[config.mk]
export PLATFORM = sky130hd
export DESIGN_NAME = fail_safe_clk_sel
export DESIGN_NICKNAME = d
export VERILOG_FILES = /design/src/rtl/csel_pkg.sv /design/src/rtl/csel_src_prep.sv /design/src/rtl/csel_fault_bank.sv /design/src/rtl/csel_div_chan.sv /design/src/rtl/csel_lp_gate.sv /design/src/rtl/fail_safe_clk_sel.sv
export SDC_FILE = /design/constraint.sdc
export NUM_CORES = 1
export LEC_CHECK = 0
export ABC_AREA = 1
export BUFFER_PORTS_ARGS = -buffer_cell sky130_fd_sc_hd__buf_2
export CORE_MARGIN = 4
export CORE_UTILIZATION = 30
export CTS_CLUSTER_DIAMETER = 120
export DETAILED_ROUTE_END_ITERATION = 7
export PLACE_DENSITY_LB_ADDON = 0.15
export SYNTH_ARGS = -nofsm -noshare
export SYNTH_HDL_FRONTEND = slang
export SYNTH_SLANG_ARGS = --single-unit
[constraint.sdc]
create_clock -name clk -period 1.17 [get_ports clk]
set_clock_uncertainty 0.05 [all_clocks]
set_input_delay 0 -clock clk [delete_from_list [all_inputs] [get_ports clk]]
set_output_delay 0 -clock clk [all_outputs]
set_load 0.01 [all_outputs]
[src/rtl/csel_pkg.sv]
package csel_pkg;

  typedef enum logic [2:0] {
    SRC_LF   = 3'd0,
    SRC_VLO  = 3'd1,
    SRC_IREF = 3'd2,
    SRC_DCO  = 3'd3,
    SRC_DCOH = 3'd4,
    SRC_HF   = 3'd5,
    SRC_XT2  = 3'd6,
    SRC_RSV  = 3'd7
  } src_e;

  localparam int NSRC = 8;
  localparam int NOSC = 6;
  localparam int NFLT = 4;
  localparam int NCH  = 4;

  localparam int FLT_DCO = 0;
  localparam int FLT_LF  = 1;
  localparam int FLT_HF  = 2;
  localparam int FLT_XT2 = 3;

  localparam int CH_AUX  = 0;
  localparam int CH_MAIN = 1;
  localparam int CH_SUB  = 2;
  localparam int CH_REF  = 3;

  localparam logic [NFLT-1:0] FLT_RESET = 4'b1110;

  function automatic src_e reset_sel(int ch);
    if (ch == CH_MAIN || ch == CH_SUB) return SRC_DCOH;
    return SRC_LF;
  endfunction

  function automatic src_e resolve_src(src_e s, logic [NFLT-1:0] flg);
    case (s)
      SRC_LF:  return flg[FLT_LF]  ? SRC_IREF : SRC_LF;
      SRC_HF:  return flg[FLT_HF]  ? SRC_DCO  : SRC_HF;
      SRC_XT2: return flg[FLT_XT2] ? SRC_DCO  : SRC_XT2;
      SRC_RSV: return SRC_DCOH;
      default: return s;
    endcase
  endfunction

endpackage

[src/rtl/csel_src_prep.sv]
module csel_src_prep
  import csel_pkg::*;
(
  input  logic            clk,
  input  logic            rst_n,
  input  logic [NOSC-1:0] osc_tick,
  output logic [NSRC-1:0] src_tick
);

  logic half_q;
  logic dcoh;

  always_ff @(posedge clk) begin
    if (!rst_n)           half_q <= 1'b0;
    else if (osc_tick[3]) half_q <= ~half_q;
  end

  assign dcoh = osc_tick[3] & half_q;

  always_comb begin
    src_tick           = '0;
    src_tick[SRC_LF]   = osc_tick[0];
    src_tick[SRC_VLO]  = osc_tick[1];
    src_tick[SRC_IREF] = osc_tick[2];
    src_tick[SRC_DCO]  = osc_tick[3];
    src_tick[SRC_DCOH] = dcoh;
    src_tick[SRC_HF]   = osc_tick[4];
    src_tick[SRC_XT2]  = osc_tick[5];
    src_tick[SRC_RSV]  = dcoh;
  end

endmodule

[src/rtl/csel_fault_bank.sv]
module csel_fault_bank #(
  parameter int              NF        = 4,
  parameter logic [NF-1:0]   RST_FLAGS = '0
) (
  input  logic          clk,
  input  logic          rst_n,
  input  logic [NF-1:0] fault_in,
  input  logic [NF-1:0] fault_clr,
  output logic [NF-1:0] flags,
  output logic          any
);

  for (genvar i = 0; i < NF; i++) begin : g_flag
    logic f_q;
    always_ff @(posedge clk) begin
      if (!rst_n)           f_q <= RST_FLAGS[i];
      else if (fault_in[i]) f_q <= 1'b1;
      else if (fault_clr[i]) f_q <= 1'b0;
    end
    assign flags[i] = f_q;
  end

  assign any = |flags;

endmodule

[src/rtl/csel_div_chan.sv]
module csel_div_chan
  import csel_pkg::*;
#(
  parameter int   LOGW    = 3,
  parameter int   LOG_MAX = 5,
  parameter src_e RST_SRC = SRC_LF
) (
  input  logic            clk,
  input  logic            rst_n,
  input  logic [NSRC-1:0] src_tick,
  input  src_e            want_src,
  input  logic [LOGW-1:0] want_log,
  output logic            out_tick
);

  localparam int CW = LOG_MAX;

  src_e            cur_src;
  logic [LOGW-1:0] cur_log;
  logic [LOGW-1:0] sat_log;
  logic [CW-1:0]   cnt;
  logic [CW-1:0]   lim;
  logic            hit;
  logic            at_zero;

  assign sat_log = (want_log > LOGW'(LOG_MAX)) ? LOGW'(LOG_MAX) : want_log;
  assign lim     = ~({CW{1'b1}} << cur_log);
  assign hit     = src_tick[cur_src];
  assign at_zero = (cnt == '0);

  always_ff @(posedge clk) begin
    if (!rst_n) begin
      cur_src <= RST_SRC;
      cur_log <= '0;
    end else if (at_zero) begin
      cur_src <= want_src;
      cur_log <= sat_log;
    end
  end

  always_ff @(posedge clk) begin
    if (!rst_n) begin
      cnt      <= '0;
      out_tick <= 1'b0;
    end else if (hit) begin
      if (cnt == lim) begin
        cnt      <= '0;
        out_tick <= 1'b1;
      end else begin
        cnt      <= cnt + 1'b1;
        out_tick <= 1'b0;
      end
    end else begin
      out_tick <= 1'b0;
    end
  end

endmodule

[src/rtl/csel_lp_gate.sv]
module csel_lp_gate #(
  parameter int NREQ = 4
) (
  input  logic            clk,
  input  logic            rst_n,
  input  logic            lp_req,
  input  logic [NREQ-1:0] req_main,
  input  logic [NREQ-1:0] req_sub,
  output logic            lp_grant
);

  logic veto;

  assign veto = (|req_main) | (|req_sub);

  always_ff @(posedge clk) begin
    if (!rst_n) lp_grant <= 1'b0;
    else        lp_grant <= lp_req & ~veto;
  end

endmodule

[src/rtl/fail_safe_clk_sel.sv]
module fail_safe_clk_sel
  import csel_pkg::*;
#(
  parameter int NREQ    = 4,
  parameter int LOG_MAX = 5
) (
  input  logic            clk,
  input  logic            rst_n,
  input  logic [5:0]      osc_tick,
  input  logic [3:0]      fault_in,
  input  logic [3:0]      fault_clr,
  input  logic            cfg_we,
  input  logic [1:0]      cfg_chan,
  input  logic [2:0]      cfg_src,
  input  logic [2:0]      cfg_div,
  input  logic [NREQ-1:0] req_main,
  input  logic [NREQ-1:0] req_sub,
  input  logic            lp_req,
  output logic            aux_tick,
  output logic            main_tick,
  output logic            sub_tick,
  output logic            ref_tick,
  output logic [3:0]      fault_flag,
  output logic            fault_any,
  output logic            lp_grant
);

  localparam int LOGW = 3;

  logic [NSRC-1:0] src_tick;
  logic [NCH-1:0]  chan_tick;

  csel_src_prep u_prep (
    .clk      (clk),
    .rst_n    (rst_n),
    .osc_tick (osc_tick),
    .src_tick (src_tick)
  );

  csel_fault_bank #(
    .NF        (NFLT),
    .RST_FLAGS (FLT_RESET)
  ) u_faults (
    .clk       (clk),
    .rst_n     (rst_n),
    .fault_in  (fault_in),
    .fault_clr (fault_clr),
    .flags     (fault_flag),
    .any       (fault_any)
  );

  for (genvar c = 0; c < NCH; c++) begin : g_ch
    localparam src_e RST_SRC = reset_sel(c);

    logic [2:0]      sel_q;
    logic [LOGW-1:0] log_q;
    src_e            want;
    logic            wr;

    assign wr = cfg_we && (cfg_chan == 2'(c));

    always_ff @(posedge clk) begin
      if (!rst_n)  sel_q <= RST_SRC;
      else if (wr) sel_q <= cfg_src;
    end

    if (c == CH_REF) begin : g_nodiv
      assign log_q = '0;
    end else begin : g_div
      always_ff @(posedge clk) begin
        if (!rst_n)  log_q <= '0;
        else if (wr) log_q <= cfg_div;
      end
    end

    assign want = resolve_src(src_e'(sel_q), fault_flag);

    csel_div_chan #(
      .LOGW    (LOGW),
      .LOG_MAX (LOG_MAX),
      .RST_SRC (RST_SRC)
    ) u_chan (
      .clk      (clk),
      .rst_n    (rst_n),
      .src_tick (src_tick),
      .want_src (want),
      .want_log (log_q),
      .out_tick (chan_tick[c])
    );
  end

  assign aux_tick  = chan_tick[CH_AUX];
  assign main_tick = chan_tick[CH_MAIN];
  assign sub_tick  = chan_tick[CH_SUB];
  assign ref_tick  = chan_tick[CH_REF];

  csel_lp_gate #(.NREQ(NREQ)) u_lp (
    .clk      (clk),
    .rst_n    (rst_n),
    .lp_req   (lp_req),
    .req_main (req_main),
    .req_sub  (req_sub),
    .lp_grant (lp_grant)
  );

endmodule

=== Word level (Yosys, flattened, before mapping) ===
Index checks and enable logic that the tools add are counted.

* Bits in registers: 72
* Input port bits: 34
* Output and inout port bits: 10

* Add/sub/neg operators: 4
* $lt $le $gt $ge: 7
* Equal/unequal tests: 18
* Shifts and indexed selects: 3
* Multiplexer cells: 28
* Bitwise logic cells: 9
* Reduce and logical (&&, ||, !) cells: 24

{| class="wikitable"
|+ Operators with widths
! cell !! number
|-
| 3-bit case mux with 4 select lines || 4
|-
| 3-bit == test (second input constant) || 12
|-
| 5-bit by 1-bit adder with 5-bit output (second input constant) || 4
|-
| 5-bit zero test || 4
|-
| 5-bit two-way mux || 4
|-
| 3-bit by 4-bit < comparator with 1-bit output (second input constant) || 4
|-
| 5-bit == test || 3
|-
| 3-bit two-way mux || 5
|-
| 5-bit NOT || 3
|-
| 5-bit by 3-bit << shifter with 5-bit output (first input constant) || 3
|-
| 1-bit binary-select mux with 3-bit select || 4
|-
| 3-bit zero test || 4
|-
| 4-bit OR reduction || 3
|-
| 1-bit two-way mux || 10
|-
| 3-bit > comparator (second input constant) || 3
|-
| 2-bit AND reduction || 4
|-
| 2-bit OR reduction || 3
|-
| 2-bit == test (second input constant) || 2
|-
| 1-bit logical AND || 4
|-
| 1-bit NOT || 3
|-
| 1-bit AND || 2
|-
| 2-bit by 1-bit == test with 1-bit output (second input constant) || 1
|-
| 2-bit zero test || 1
|-
| 2-bit two-way mux || 1
|-
| 2 further kinds || 2
|}

=== Longest topological paths before layout ===
Gate-level depths: netlist (run 1).

* Depth in word-level cells: 4
* Depth in mapped cells: 10
* Mapped depth without buffers: 10

=== Modules after synthesis ===
Synthesis (run 1) repeated with hierarchy kept, for this count alone.

* Cell total of the unflattened synthesis: 752
* Area total of the unflattened synthesis: 4690.7 um2

{| class="wikitable"
|+ Modules (own cells, without submodules)
! module !! times used !! cells each !! area an instance (um2) !! sequential area each (um2)
|-
| csel_div_chan at g_ch[1].u_chan ... || 2 || 123 || 782.0 || 240.2
|-
| csel_div_chan at g_ch[0].u_chan ... || 2 || 123 || 775.7 || 240.2
|-
| fail_safe_clk_sel || 1 || 214 || 1244.9 || 420.4
|-
| csel_fault_bank || 1 || 24 || 180.2 || 80.1
|-
| csel_src_prep || 1 || 14 || 101.3 || 20.0
|-
| csel_lp_gate || 1 || 8 || 48.8 || 20.0
|}

=== Worst setup path after synthesis (run 1) ===
OpenSTA, ideal clock, no wires.

* Kind: reg2reg
* Start point: register g_ch[2].u_chan.cnt[0]
* End point: register g_ch[2].u_chan.cur_log[1]
* Library setup time: 136 ps
* Arrival: 1064 ps
* Required time: 984 ps
* Setup slack: -80 ps
* Cell stages (with the launch flop): 8
* Clock period less this slack: 1250 ps
* Path through: dfxtp_1 inv_1 ha_1 nand2_1 nor3_4 inv_2 a21oi_1 a211oi_1

* Word-level cells in the longest chain between the ends: 1

{| class="wikitable"
|+ Ends and longest elaborated chain
! what !! line !! text
|-
| start, declared || csel_div_chan.sv:21 || <nowiki>logic [CW-1:0] cnt;</nowiki>
|-
| start signal, assigned || csel_div_chan.sv:50 || <nowiki>cnt <= cnt + 1'b1;</nowiki>
|-
| 5-bit zero test || csel_div_chan.sv:29 || <nowiki>assign at_zero = (cnt == '0);</nowiki>
|-
| end signal, assigned || csel_div_chan.sv:37 || <nowiki>cur_log <= sat_log;</nowiki>
|-
| end, declared || csel_div_chan.sv:19 || <nowiki>logic [LOGW-1:0] cur_log;</nowiki>
|}

No other way between the ends.
A chain may end at the register's enable or synchronous reset.

=== Worst setup path in the final report (run 1) ===
* Start point: register g_ch[2].u_chan.cnt[1]
* End point: register g_ch[2].u_chan.cnt[1]

* Word-level cells in the longest chain between the ends: 2
* Elaborated cells between the ends (all ways): 3
* Classes of those cells: add/sub (1); eq/ne (1); mux (1)

{| class="wikitable"
|+ Ends and longest elaborated chain
! what !! line !! text
|-
| 5-bit by 1-bit adder with 5-bit output / 5-bit == test (equally long branches) || csel_div_chan.sv:50, csel_div_chan.sv:46 ||
|-
| 5-bit two-way mux * || csel_div_chan.sv:46 || <nowiki>if (cnt == lim) begin</nowiki>
|}

Mark *: on every way between the ends. The rest lies on a longest branch, timed or not.

==> results by stage, run 1 <==
Status:
- The run finished, with violations left.
- The final reports fail on setup timing.

STA:
- The worst pin sits at a relative slew slack of 73.97%.
- The hold slack is approximately 0.065 ns.
- The number of max-slew violations in the final report was 0.
- The final setup violation count is 40.
- The period utilization is 117.3%.
- The post-layout minimum cycle time is ~1.4 ns.
- Setup repair after global routing could not meet its margin everywhere.
- The worst-margin pin slew is 0.3864 ns.
- The maximum frequency from static timing analysis is between 700 and 800 MHz.
- Setup total negative slack on the finished layout was measured at -3.230 ns.
- The worst setup slack after layout is -0.2026 ns.
- The hold violation count in the final report is 0.

Floorplan:
- The initial core utilization is 31.18%.
- The die is between 100 and 150 um wide.
- The floorplan has 40 rows.
- The die area is roughly 15,000 um^2.
- The I/O pin count is 44.
- The placeable core area is around 12,000 um^2.
- The floorplan step set the die height to roughly 120 um.

Final layout:
- The most common cell after layout, fill and taps aside is nand2_1.
- With fillers left out, the area of the finished cells amounts to approximately 6000 um^2.
- Relative to the synthesized area, the layout overhead comes to 57.26%.
- The layout net count is between 700 and 800.
- The fraction of layout cells with a size suffix above 1 is 42.63%.
- The number of antenna diodes is 0.
- The total area of sequential cells is 1504 um^2.
- The multi-input gate area in the final layout is ~2600 um^2.
- Excluding fillers, the count of instances in the completed layout stands at a little under 900.
- In the layout the commonest cells are nand2_1, nor2_1, inv_1, buf_4, dfxtp_1.
- The count of fill cells added during filler insertion is roughly 1,200.

Global routing:
- For this run, global-route usage on met3 was measured as around 3.3%.
- Global routing used between 20% and 30% of the available met2 tracks.
- The met1 track demand over resource is between 20% and 30%.
- The overall fraction of global-route tracks in use is between 10% and 20%.
- The largest net degree at the start of global routing is 51.
- met2 is the most crowded layer.
- The total overflow left after global routing is 0.
- The number of antenna violations at the first check in global routing is 0.
- The via count of the first global-routing pass is between 4,000 and 5,000.
- The global-route wire length before repair is approximately 19 mm.

Power and ir drop:
- The total design power is between 10 and 15 mW.
- Across the VDD grid, the largest voltage drop is ~1.3 mV.
- For this design the static power due to leakage is around 2.6 nW.
- Dividing total power by cell area gives a power density of 2168 nW/um^2.

Critical path:
- The worst endpoint data arrival time is 1.55 ns.
- The register-to-register setup slack is -0.20 ns.
- The count of cells along the worst register-to-register path is 8.
- STA classifies the critical path startpoint as a flop.
- The critical path is of the reg2reg type.
- Tracing the worst setup path back leads to its startpoint at g_ch[2].u_chan.cnt[1].
- STA puts the critical path data required time at around 1.3 ns.
- The most critical setup path has its endpoint at g_ch[2].u_chan.cnt[1].
- In this run the critical register-to-register path is captured at g_ch[2].u_chan.cnt[1].
- In this run the worst path has a maximum fanout of 6.
- The type of destination of the critical path is a flop.
- The worst register-to-register path begins at g_ch[2].u_chan.cnt[1].

Logic synthesis:
- The number of nets handed over by synthesis was between 600 and 700.
- Ranked by total cell area, the synthesized netlist is headed by dfxtp_1, nand2_1, o21ai_0.
- Of all cell types, the one taking the most synthesized area is dfxtp_1.
- The yosys synthesis warning count is 0.
- Synthesis inferred just over 70 register bits.
- The netlist uses 30 different library cells.
- The proportion of register bits with asynchronous set or reset after synthesis is 0%.
- The synthesized design contains 0 enable-type register cells.
- The average instance in the mapped netlist occupies 6.732 um^2.
- Synthesis produced a netlist whose cell count is 568.
- The synthesized design devotes to its leading area cell type approximately 38% of total area.
- Summing every instance area after synthesis gives 3824 um^2.
- Among all flip-flop cells after synthesis, the most frequent one is dfxtp_1.
- Sequential cells were found to cover between 30% and 40% of the synthesized design area.

Detailed routing:
- In the routed design, unresolved DRC markers number 0.
- The number of iterations in the first detailed-routing pass is 4.
- The detailed-route vias per instance is roughly 4.7.
- After detailed routing, the average wire length per cell comes to about 13 um.
- The detailed router finished its first iteration with between 150 and 200 violations.
- The total via count in the routed design is between 4,000 and 5,000.
- The sum of routed wire length over all layers is around 11 mm.
- The detail route stage leaves a number of antenna-violating nets equal to 0.

Place:
- Routability-driven placement finished with a final weighted congestion of roughly 0.85.
- The number of I/O port buffers is between 40 and 50.
- Counting tap cells, the placed design contains a total of around 820 instances.
- The total placed instance area is 4658 um^2.
- Once detailed placement completed, the half-perimeter wirelength came to slightly below 8 mm.

CTS:
- The clock drives 72 sinks.
- The number of H-tree levels is 3.
- The root cell of the clock tree is clkbuf_16.
- The worst-skew pair later-pin latency is between 0.3 and 0.4 ns.
- The CTS tree is yes.
- The clock slew seen by the registers of the worst setup and hold paths is about 0.060 ns.
- The number of buffers between clock root and the deepest sink is 2.
- The number of clock buffers added by TritonCTS is 9.

Job:
- The number of violations of the max-capacitance limit is 0.

Worst hold path:
- The type of the tightest min-delay check is in2reg.
==> how the worst min path moves through the flow <==
| stage | startpoint | endpoint | slack, ns | cells past startpoint |
|---|---|---|---|---|
| floorplan | req_main[1] | u_lp.lp_grant | 0.03 | 1 |
| detailed placement | req_main[1] | u_lp.lp_grant | 0.11 | 2 |
| CTS | osc_tick[3] | u_prep.half_q | 0.04 | 4 |
| global route | cfg_we | g_ch[3].sel_q[0] | 0.08 | 3 |
| finish | cfg_we | g_ch[3].sel_q[2] | 0.06 | 3 |
| global placement | req_main[1] | u_lp.lp_grant | 0.11 | 2 |
==> cell type report <==
| cell class | instances | area share (%) |
|---|---|---|
| Inverter | 80 | 5.660 |
| Sequential cell | 72 | 25.01 |
| Tap cell | 168 | 3.496 |
| Multi-Input combinational cell | 404 | 42.57 |
| Clock inverter | 5 | 1.706 |
| Clock buffer | 11 | 4.203 |
| Timing Repair Buffer | 134 | 17.35 |
==> where the power goes <==
group / switching (mW) / total, mW / internal (mW)
Clock: 1.07 / 3.27 / 2.20
Combinational: 3.44 / 6.21 / 2.77
Sequential: 0.550 / 3.56 / 3.01
==> timing repair <==
item	4_1_cts	5_1_grt
setup buffers	6	5
gates resized for setup	56	167
setup endpoints to repair	46	45
hold endpoints to repair	28	0
hold buffers	25	0
pin swaps	19	50
==> per-layer routing <==
layer | share of wire (%) | vias up
li1 | - | 2139
met1 | 48 | 1890
met2 | 47 | 52
met3 | 3.3 | 14
met4 | 1.6 | 0
met5 | 0 | -
==> critical path, cell delays in order (launching register included) <==
cell,delay (ns)
dfxtp_4,0.35
buf_6,0.13
buf_6,0.11
nand2_2,0.06
nand3_2,0.08
nor2_2,0.16
nand2_4,0.11
a21oi_2,0.15
nor2_1,0.06
==> flip-flops by register name, indices dropped and copies added, names as in the netlist <==
name and flops:
g_ch.u_chan.cur_src 12, g_ch.log_q 9, g_ch.u_chan.cnt 20, g_ch.u_chan.out_tick 4
g_ch.sel_q 12, u_prep.half_q 1, u_faults.g_flag.f_q 4, g_ch.u_chan.cur_log 9
u_lp.lp_grant 1
==> synthesized netlist by cell type, types with 6 or more instances <==
cell type	instances
o211ai_1	6
clkbuf_1	6
nor2_1	68
nand2_1	112
nand3_1	40
ha_1	8
o21ai_0	62
inv_1	70
a21oi_1	52
a31oi_1	8
xor2_1	6
dfxtp_1	72
inv_2	10
nor3_1	6
==> stage by stage <==
step | util (%) | worst slack, ns
after global placement | 37.99 | -0.2633
final | 49.04 | -0.2026
after floorplan | - | -0.04847
after CTS | 44.54 | -0.2160
after global routing | 49.04 | -0.2821
after detailed placement | 37.99 | -0.2323
==> cell families (layout without fill, tap and decap cells) <==
kind of cell,count (synthesis),count (layout),synth area share (%)
AND/OR/NAND/NOR,248,248,28.37
adder cells (fa/ha/maj),8,8,2.618
XOR/XNOR,11,11,2.520
buffers and inverters,92,230,9.817
AO/OA/AOI/OAI,137,137,18.98
flip-flops,72,72,37.70
No activity file was read; power rests on OpenSTA's default activity.
==> run 2, diff against run 1 <==
--- a/config.mk
+++ b/config.mk
@@ -7,11 +7,14 @@
 export LEC_CHECK = 0
 export ABC_AREA = 1
 export BUFFER_PORTS_ARGS = -buffer_cell sky130_fd_sc_hd__buf_2
+export CELL_PAD_IN_SITES_DETAIL_PLACEMENT = 2
+export CELL_PAD_IN_SITES_GLOBAL_PLACEMENT = 2
 export CORE_MARGIN = 4
-export CORE_UTILIZATION = 30
+export CORE_UTILIZATION = 29
 export CTS_CLUSTER_DIAMETER = 120
 export DETAILED_ROUTE_END_ITERATION = 7
 export PLACE_DENSITY_LB_ADDON = 0.15
 export SYNTH_ARGS = -nofsm -noshare
 export SYNTH_HDL_FRONTEND = slang
 export SYNTH_SLANG_ARGS = --single-unit
+export TNS_END_PERCENT = 5
==> results by stage, run 2 (same netlist as run 1, synthesis figures left out) <==
Critical path:
- The worst endpoint data arrival time was 1.49 ns (-0.06 ns).
- The top cell family by delay on the critical path is flip-flops.
- The count of cells along the worst register-to-register path was 7 (-1).
- By startpoint and endpoint, the worst setup path is classified as reg2reg.
- Walking the worst path, the cells encountered are ha_2 -> nand2_1 -> nor2_1 -> xor2_1 -> inv_1 -> a21oi_1 -> nor2_1.
- The worst setup path is captured at a flop.
- The startpoint identified for the worst register-to-register timing path is g_ch[1].u_chan.cnt[1].
- The biggest cell delay along the critical path came to 0.37 ns (+0.02 ns).
- In this design, the critical path's most frequently occurring cell is nor2_1.
- The start point of the critical path is g_ch[1].u_chan.cnt[1].
- The maximum fanout encountered on the critical timing path is 5 (-1).
- The critical path data required time is 1.35 ns (about the same).
- The critical path depth is 7 (-1).
- The critical path's slowest cell is dfxtp_2.
- The type of origin of the critical path is a flop.
- The number of buffers and inverters on the critical path is 1 (-1).

Detailed routing:
- The amount of wire on met2 after detailed routing was 7.339 mm (+36%).
- The number of design rule violations left after detail routing is 0 (unchanged).
- The met1 wire length is 6.346 mm (+17%).
- The sum of routed wire length over all layers came to 14.26 mm (+25%).
- The final routed wire length divided by cell count is 16.54 um (+27%).
- The DRC marker count from the first detailed-route iteration is 141 (-18%).
- The number of iterations in the first detailed-routing pass came to 4 (unchanged).
- Signal routing reaches up to met4.
- The met3 wire length is 272 um (-27%).
- The number of nets still failing antenna checks after routing is 0 (unchanged).
- The detailed-route vias per instance is 4.929 (+5.2%).
- The total via count in the routed design was 4,249 (+3.8%).

Place:
- The number of placed instances, taps included is 822 (unchanged).
- The half-perimeter wire length of the detailed placement result is 10.09 mm (+30%).
- The number of I/O port buffers is 43 (unchanged).
- The setup slack after placement is -0.2854 ns (-0.05311 ns).
- The total placed instance area came to 4574 um^2 (-1.8%).
- The global placer's final weighted congestion came to 0.7793 (-7.9%).

Global routing:
- The largest net degree at the start of global routing is 51 (unchanged).
- The sum of overflow across all layers after global routing was 0 (unchanged).
- The global-route wire length before repair was 23.83 mm (+27%).
- The number of antenna violations at the first check in global routing is 0 (unchanged).
- The overall fraction of global-route tracks in use was 20.16% (+4.4 points).
- The via count of the first global-routing pass is 4,764 (+18%).

Final layout:
- The layout net count came to 728 (-2.0%).
- The number of antenna diodes is 0 (unchanged).
- The layout overhead on the synthesized area is 41.46%.
- The top cell types in the final layout, fill and taps aside, are nand2_1, nor2_1, inv_1.
- The final cell area excluding filler cells was 5409 um^2 (-10%).
- The count of fill cells added during filler insertion is 1,533 (+27%).
- The fraction of layout cells with a size suffix above 1 was 30.72% (-12 points).
- In the final layout, the registers with the most flip-flops are g_ch.u_chan.cnt (20), g_ch.sel_q (12), g_ch.u_chan.cur_src (12).
- The library cell used most frequently in the layout, excluding fill and tap cells, is nand2_1.
- The post-layout utilization of the core came to 42.35% (-6.7 points).
- The largest register by flop count is g_ch.u_chan.cnt.
- The flip-flop count of the largest register, all copies and words added is 20 (unchanged).
- The non-filler instance count after layout is 862 (-1.4%).

STA:
- The tightest slew margin relative to the limit was 81.51% (+7.5 points).
- The sum of negative setup slack is -3.545 ns (-0.3153 ns).
- The post-layout minimum cycle time is 1.308 ns (-0.06480 ns).
- The worst setup slack after layout is -0.1378 ns (+0.06480 ns).
- The number of max-slew violations in the final report is 0 (unchanged).
- The hold violation count in the final report is 0 (unchanged).
- The worst-margin pin slew is 0.2766 ns (-0.1098 ns).
- The maximum frequency from static timing analysis is 764.7 MHz (+5.0%).
- Setup repair after global routing could not meet its margin everywhere.
- The hold slack is 0.02699 ns (-0.03764 ns).
- The period utilization is 111.8% (-5.5 points).
- The final setup violation count is 43 (+7.5%).

Power and ir drop:
- The leakage component of the power is 2.398 nW (-7.7%).
- The total design power is 11.09 mW (-15%).
- The maximum resistive drop on vdd is 0.7094 mV (-44%).
- The power density over the cells came to 2050 nW/um^2 (-5.4%).

Worst hold path:
- The hold-critical path depth is 4 (+1).
- The startpoint identified for the worst hold timing path is osc_tick[3].
- The type of the tightest min-delay check is in2reg.

Floorplan:
- The die area came to 15,090 um^2 (+3.2%).
- The die width is 122.8 um (+1.6%).
- The cell row count was 41 (+2.5%).
- The I/O pin count was 44 (unchanged).
- The placeable core area is 12,770 um^2 (+4.2%).
- The die outline height is 122.8 um (+1.6%).
- The initial core utilization is 29.93% (-1.2 points).

CTS:
- The root buffer cell chosen for the clock tree is clkbuf_16.
- The worst-skew pair later-pin latency is 0.34 ns (about the same).
- The number of H-tree levels is 3 (unchanged).
- The CTS sink count was 72 (unchanged).
- The number of buffers added by the clock tree synthesis step came to 9 (unchanged).
- The number of buffers between clock root and the deepest sink was 2 (unchanged).
- The clock slew seen by the registers of the worst setup and hold paths is 0.06 ns (about the same).
- The CTS tree is yes.

Status:
- The flow ran to the end, but the final reports show violations.
- The final reports fail on setup timing.

Job:
- The number of violations of the max-capacitance limit is 0 (unchanged).
-- run 2: final timing paths --
path	slack (ns)	endpoint
worst max register to register	-0.14	g_ch[1].u_chan.cnt[4]
worst min register to register	0.43	g_ch[1].u_chan.cur_log[0]
worst max-delay path	-0.14	g_ch[1].u_chan.cnt[4]
worst min-delay path	0.03	u_prep.half_q
-- run 2: cell type report --
| type | instances | area, um^2 | area share (%) |
|---|---|---|---|
| clock buffer | 14 | 244.0 | 4.511 |
| inverter | 80 | 317.8 | 5.876 |
| clock inverter | 1 | 5.005 | 0.09253 |
| multi-input combinational | 404 | 2246 | 41.52 |
| tap | 172 | 215.2 | 3.979 |
| sequential | 72 | 1494 | 27.62 |
| timing repair buffer | 119 | 887.1 | 16.40 |
-- run 2: where the power goes --
part | internal, mW | leakage, nW | switching, mW | total [mW]
sequential | 2.99 | 0.602 | 0.518 | 3.51
combinational | 2.10 | 1.67 | 3.03 | 5.12
clock | 1.42 | 0.121 | 1.03 | 2.46
total | 6.51 | 2.40 | 4.58 | 11.1
-- run 2: worst reg2reg max path, delay by kind of cell (launching register included) --
family	cells	cell delay (ns)
AO/OA/AOI/OAI	1	0.14
XOR/XNOR	1	0.15
adder cells (fa/ha/maj)	1	0.20
buffers and inverters	1	0.05
flip-flops	1	0.37
AND/OR/NAND/NOR	3	0.25
-- run 2: repair_timing --
| action | 4_1_cts | 5_1_grt |
|---|---|---|
| resized for setup | 82 | 51 |
| cloned | 0 | 0 |
| hold buffers | 24 | 0 |
| hold endpoints to repair | 26 | 0 |
| pin swaps | 10 | 19 |
| endpoints found under the setup margin | 46 | 46 |
| setup buffers | 1 | 0 |
-- run 2: layer usage --
layer	up-vias	track usage, %
met2	43	36.04
met5	-	0
met4	0	7.418
li1	2093	-
met3	20	2.673
met1	2093	24.54
